## src/rtl/pdiv_pkg.sv

```systemverilog
package pdiv_pkg;
   // Mode select encoding {sel_hi, sel_lo}
   typedef enum logic [1:0] {
      SEL_LOAD = 2'b00,
      SEL_DOWN = 2'b01,
      SEL_UP   = 2'b10,
      SEL_HOLD = 2'b11
   } sel_e;
endpackage

```

## src/rtl/pdiv_steer.sv

```systemverilog
module pdiv_steer #(
   parameter bit COUNT_UP = 1'b0
) (
   input  logic            carry_n,
   output pdiv_pkg::sel_e  sel
);
   generate
      if (COUNT_UP) begin : g_up
         // low select line tied, flag drives high select line
         assign sel = pdiv_pkg::sel_e'({carry_n, 1'b0});
      end else begin : g_down
         // high select line tied low, flag drives low select line
         assign sel = pdiv_pkg::sel_e'({1'b0, carry_n});
      end
   endgenerate
endmodule

```

## src/rtl/pdiv_next.sv

```systemverilog
module pdiv_next #(
   parameter int WIDTH = 6
) (
   input  pdiv_pkg::sel_e     sel,
   input  logic [WIDTH-1:0]   q,
   input  logic [WIDTH-1:0]   preset,
   output logic [WIDTH-1:0]   q_nxt,
   output logic               carry_n_nxt
);
   localparam logic [WIDTH-1:0] ALL_ONES = '1;
   localparam logic [WIDTH-1:0] ZERO     = '0;
   localparam logic [WIDTH-1:0] ONE      = {{(WIDTH-1){1'b0}}, 1'b1};

   always_comb begin
      q_nxt       = q;
      carry_n_nxt = 1'b1;
      unique case (sel)
         pdiv_pkg::SEL_LOAD: begin
            q_nxt       = preset;
            carry_n_nxt = 1'b1;  // a loaded terminal value never pulses
         end
         pdiv_pkg::SEL_UP: begin
            q_nxt       = q + ONE;
            carry_n_nxt = ~(q_nxt == ALL_ONES);
         end
         pdiv_pkg::SEL_DOWN: begin
            q_nxt       = q - ONE;
            carry_n_nxt = ~(q_nxt == ZERO);
         end
         default: begin
            q_nxt       = q;
            carry_n_nxt = 1'b1;
         end
      endcase
   end
endmodule

```

## src/rtl/pdiv_regs.sv

```systemverilog
module pdiv_regs #(
   parameter int WIDTH = 6
) (
   input  logic              clk,
   input  logic              rst_n,
   input  logic [WIDTH-1:0]  q_nxt,
   input  logic              carry_n_nxt,
   output logic [WIDTH-1:0]  q,
   output logic              carry_n
);
   always_ff @(posedge clk or negedge rst_n) begin
      if (!rst_n) begin
         q       <= '0;
         carry_n <= 1'b1;
      end else begin
         q       <= q_nxt;
         carry_n <= carry_n_nxt;
      end
   end

   // carry flag is a single-cycle pulse
   assert_pulse_single_R2: assert property (@(posedge clk) disable iff (!rst_n)
      !carry_n |=> carry_n);
endmodule

```

## src/rtl/prog_divider.sv

```systemverilog
module prog_divider #(
   parameter int WIDTH    = 6,
   parameter bit COUNT_UP = 1'b0
) (
   input  logic              clk,
   input  logic              rst_n,
   input  logic [WIDTH-1:0]  preset,
   output logic [WIDTH-1:0]  count,
   output logic              div_out_n,
   output logic              div_out
);
   localparam logic [WIDTH-1:0] TERM = COUNT_UP ? {WIDTH{1'b1}} : {WIDTH{1'b0}};
   localparam logic [WIDTH-1:0] ONE  = {{(WIDTH-1){1'b0}}, 1'b1};

   generate
      if (WIDTH < 2 || WIDTH > 16) begin : g_bad_width
         $error("prog_divider: WIDTH out of range");
      end
   endgenerate

   pdiv_pkg::sel_e    sel;
   logic [WIDTH-1:0]  q_nxt;
   logic              carry_n_nxt;
   logic              carry_n;

   pdiv_steer #(.COUNT_UP(COUNT_UP)) u_steer (
      .carry_n (carry_n),
      .sel     (sel)
   );

   pdiv_next #(.WIDTH(WIDTH)) u_next (
      .sel         (sel),
      .q           (count),
      .preset      (preset),
      .q_nxt       (q_nxt),
      .carry_n_nxt (carry_n_nxt)
   );

   pdiv_regs #(.WIDTH(WIDTH)) u_regs (
      .clk         (clk),
      .rst_n       (rst_n),
      .q_nxt       (q_nxt),
      .carry_n_nxt (carry_n_nxt),
      .q           (count),
      .carry_n     (carry_n)
   );

   assign div_out_n = carry_n;
   assign div_out   = ~carry_n;

   assert_reset_state_R1: assert property (@(posedge clk)
      $rose(rst_n) |-> (count == '0 && div_out_n));

   assert_pulse_at_term_R4: assert property (@(posedge clk) disable iff (!rst_n)
      !div_out_n |-> count == TERM);

   assert_reload_R7: assert property (@(posedge clk) disable iff (!rst_n)
      !div_out_n |=> count == $past(preset));

   assert_polarity_R5: assert property (@(posedge clk) disable iff (!rst_n)
      div_out != div_out_n);

   generate
      if (COUNT_UP) begin : g_chk_up
         assert_step_up_R8: assert property (@(posedge clk) disable iff (!rst_n)
            div_out_n |=> count == $past(count) + ONE);
      end else begin : g_chk_down
         assert_step_down_R3: assert property (@(posedge clk) disable iff (!rst_n)
            div_out_n |=> count == $past(count) - ONE);
      end
   endgenerate
endmodule

```

## config.mk

```make
export PLATFORM = sky130hd
export DESIGN_NAME = prog_divider
export DESIGN_NICKNAME = d
export VERILOG_FILES = /design/src/rtl/pdiv_pkg.sv /design/src/rtl/pdiv_steer.sv /design/src/rtl/pdiv_next.sv /design/src/rtl/pdiv_regs.sv /design/src/rtl/prog_divider.sv
export SDC_FILE = /design/constraint.sdc
export NUM_CORES = 1
export LEC_CHECK = 0
export CORE_AREA = 2 2 39 41
export DETAILED_ROUTE_END_ITERATION = 10
export DIE_AREA = 0 0 41 43
export SYNTH_ARGS = -nofsm -noshare
export SYNTH_HDL_FRONTEND = slang
export SYNTH_SLANG_ARGS = --single-unit
```

## constraint.sdc

```tcl
create_clock -name clk -period 3.23 [get_ports clk]
set_input_delay 0.646 -clock clk [delete_from_list [all_inputs] [get_ports clk]]
set_output_delay 0.646 -clock clk [all_outputs]
set_load 0.01 [all_outputs]
```

==> impl_metrics.ini <==
[setup_path]
critPathTopFamily = flip-flops
path_max_fanout = 13
r2r_slack_ns = 1.78
start_kind = flip-flop
slowest_stage = dfstp_2
r2r_start = u_regs.q[0]$_DFF_PN0_
crit_chain = clkdlybuf4s50_1
slowest_delay_ns = 0.64
ff2ff_path_depth = 6
path_buf_inv = 1
setup.worst_path.class = reg -> out
end_kind = primary output
worstReg2RegEnd = u_regs.carry_n$_DFF_PN1_
crit_arrival_ns = 1.46
cp.required_ns = 2.58

[yosys]
synthDistinctLibCells = 17
synthAdderAreaFrac_pct = 6.711
synthCells = 39
synth_compound_gate_area_share_pct = 10.07
yosysSeqAreaShare_pct = 47.32
yosys.area_share.simple_pct = 20.13
synth-xor-area-share_pct = 11.74
synth_top_family_by_area = simple AND/OR/NAND/NOR gates
synthTopCellsByArea = dfrtp_1 (40%), dfstp_2 (7.0%), nor2_1 (7.0%)
synth_area_um2 = 372.9
yosysWarnings = 0
syn-num-nets = 49
synth_top_area_share_pct = 40.27
muxShareOfSynthArea_pct = 0
synth.ff_latch_count = 7
synth_area_per_cell_um2 = 9.560
yosys.area.top_type = dfrtp_1

[pwr]
p_leak_nw = 0.2391
netSwitchingFraction_pct = 36.83
ir_drop_v = 0.0002499
intPower_mw = 0.3354
powerDensity_nw_per_um2 = 938.7
total_power_mw = 0.5309
pwr-share-seq_pct = 36.2
switchingPower_mw = 0.1955
pwr-share-clk_pct = 14.5
combPwrFrac_pct = 49.3

[floorplanning]
die_y_um = 43
rows = 14
ios = 16
die_w_um = 41
core_um2 = 1384
start_util_pct = 26.94
dieArea_um2 = 1763

[finish]
fill_cells = 140
seq_area_um2 = 176.4
final_cell_mix = clkdlybuf4s50_1 (15), nor2_1 (7), dfrtp_1 (6)
area_growth_pct = 51.68
multi_input_area_um2 = 181.4
antenna_cells = 0
nNetsFinal = 68
layout-drive-gt1-share_pct = 10.53
final_common_cell = clkdlybuf4s50_1

[clock_tree]
post_cts_buffers = 0
cts_buffers = 3
cts_num_sinks = 7
cts_tree = done
clk_pin_slew_ns = 0.05
clk_latency_ns = 0.24
htreeDepth = 1
cts_resized = 0
root_buffer = clkbuf_4
cts_max_path_buffers = 2
postCtsHoldBufs = 0

[timing]
drv_slew = 0
rsz0062_at_grt = no
skew_ns = 0.0005214
setup_viol = 0
final-hold-violation-count = 0
min_period_ns = 2.103
worstMarginPinSlew_ns = 0.3255
period_share_pct = 65.12
relSlewSlack_pct = 78.23
fmax_mhz = 475.4
setup_tns_ns = 0

[route]
avgRoutedWirePerCell_um = 10.01
routed_wl_um = 731
first_pass_iters = 4
viasPerCell = 4.178
vias = 305
drcViolationCount = 0
drtIter0Drc = 6
ant_nets = 0

[min_path]
hold_path_class = reg -> reg
min_path_cells = 2
worstHoldStart = u_regs.q[5]$_DFF_PN0_
min_to = u_regs.carry_n$_DFF_PN1_

[grt]
grt_start_max_net_pins = 14
grt-ovfl-total = 0
antenna_found_initial = 0
grt_pass1_vias = 305
grt_pass1_wl_um = 1228
grt_use_total_pct = 10.64

[place]
gp_congestion = 0.6772
port_buffers = 15
hpwl_um = 575.6

[status]
status = finished, final reports clean

[flow_run]
maxCapViolations = 0
worst register-to-register path, stage by stage, from the launching register on:
cell	delay, ns
dfrtp_1	0.44
inv_1	0.07
ha_1	0.24
nor3b_2	0.17
xnor2_1	0.18
and3_1	0.18
nand3_1	0.07
cells in the mapped netlist:
| cell type | number |
|---|---|
| a21oi_1 | 5 |
| and3_1 | 1 |
| clkbuf_1 | 1 |
| dfrtp_1 | 6 |
| dfstp_2 | 1 |
| ha_1 | 2 |
| inv_1 | 3 |
| nand2_1 | 2 |
| nand3_1 | 1 |
| nand3b_1 | 1 |
| nor2_1 | 7 |
| nor3_2 | 1 |
| nor3b_2 | 1 |
| o21ai_0 | 1 |
| o31ai_1 | 1 |
| xnor2_1 | 3 |
| xor2_1 | 2 |
flip-flops by register name, summed over array words and instances (netlist names):
name	cells
u_regs.carry_n	1
u_regs.q	6
routing by layer:
layer,wire length [um],global-route usage [%],vias up
met5,0,0,-
li1,-,-,167
met2,354,14.06,8
met1,357,14.90,130
met4,0,8.000,0
met3,19,1.571,0
power groups by stage:
stage               Sequential, mW  Clock [mW]  Combinational, mW
floorplan                    0.202           0              0.134
global placement             0.191           0              0.265
detailed placement           0.194           0              0.263
CTS                          0.193      0.0820              0.266
global route                 0.199      0.0876              0.295
finish                       0.192      0.0769              0.262
how the worst max path moves through the flow:
| stage | startpoint | slack [ns] | end | depth (start not counted) |
|---|---|---|---|---|
| detailed placement | u_regs.carry_n$_DFF_PN1_ | 1.38 | div_out_n | 1 |
| global route | u_regs.carry_n$_DFF_PN1_ | 1.03 | div_out | 2 |
| CTS | u_regs.carry_n$_DFF_PN1_ | 1.10 | div_out_n | 1 |
| finish | u_regs.carry_n$_DFF_PN1_ | 1.13 | div_out_n | 1 |
| global placement | u_regs.carry_n$_DFF_PN1_ | 1.40 | div_out_n | 1 |
| floorplan | u_regs.q[0]$_DFF_PN0_ | 1.85 | u_regs.carry_n$_DFF_PN1_ | 6 |
per-stage QoR:
stage                     setup slack [ns]  instances  instance area [um2]  hold slack [ns]  utilization, %
after CTS                            1.103         73                565.5           0.5711           40.87
final                                1.127         73                565.5           0.5703           40.87
after detailed placement             1.378         69                539.3           0.5644           38.97
after global placement               1.399         69                539.3           0.5562           38.97
after floorplan                      1.853         39                372.9           0.3504               -
after global routing                 1.028         73                565.5           0.6012           40.87
cell families after synthesis:
group,Yosys count
fa+ha+maj,2
simple gates,14
flops,7
buf+inv,4
xor+xnor,5
compound gates,7
cell type report:
type,count,share of cell area [%]
Timing Repair Buffer,15,26.55
Multi-Input combinational cell,28,32.08
Sequential cell,7,31.19
Clock buffer,4,4.646
Tap cell,16,3.540
Inverter,3,1.991
(Power assumes the default switching activity.)
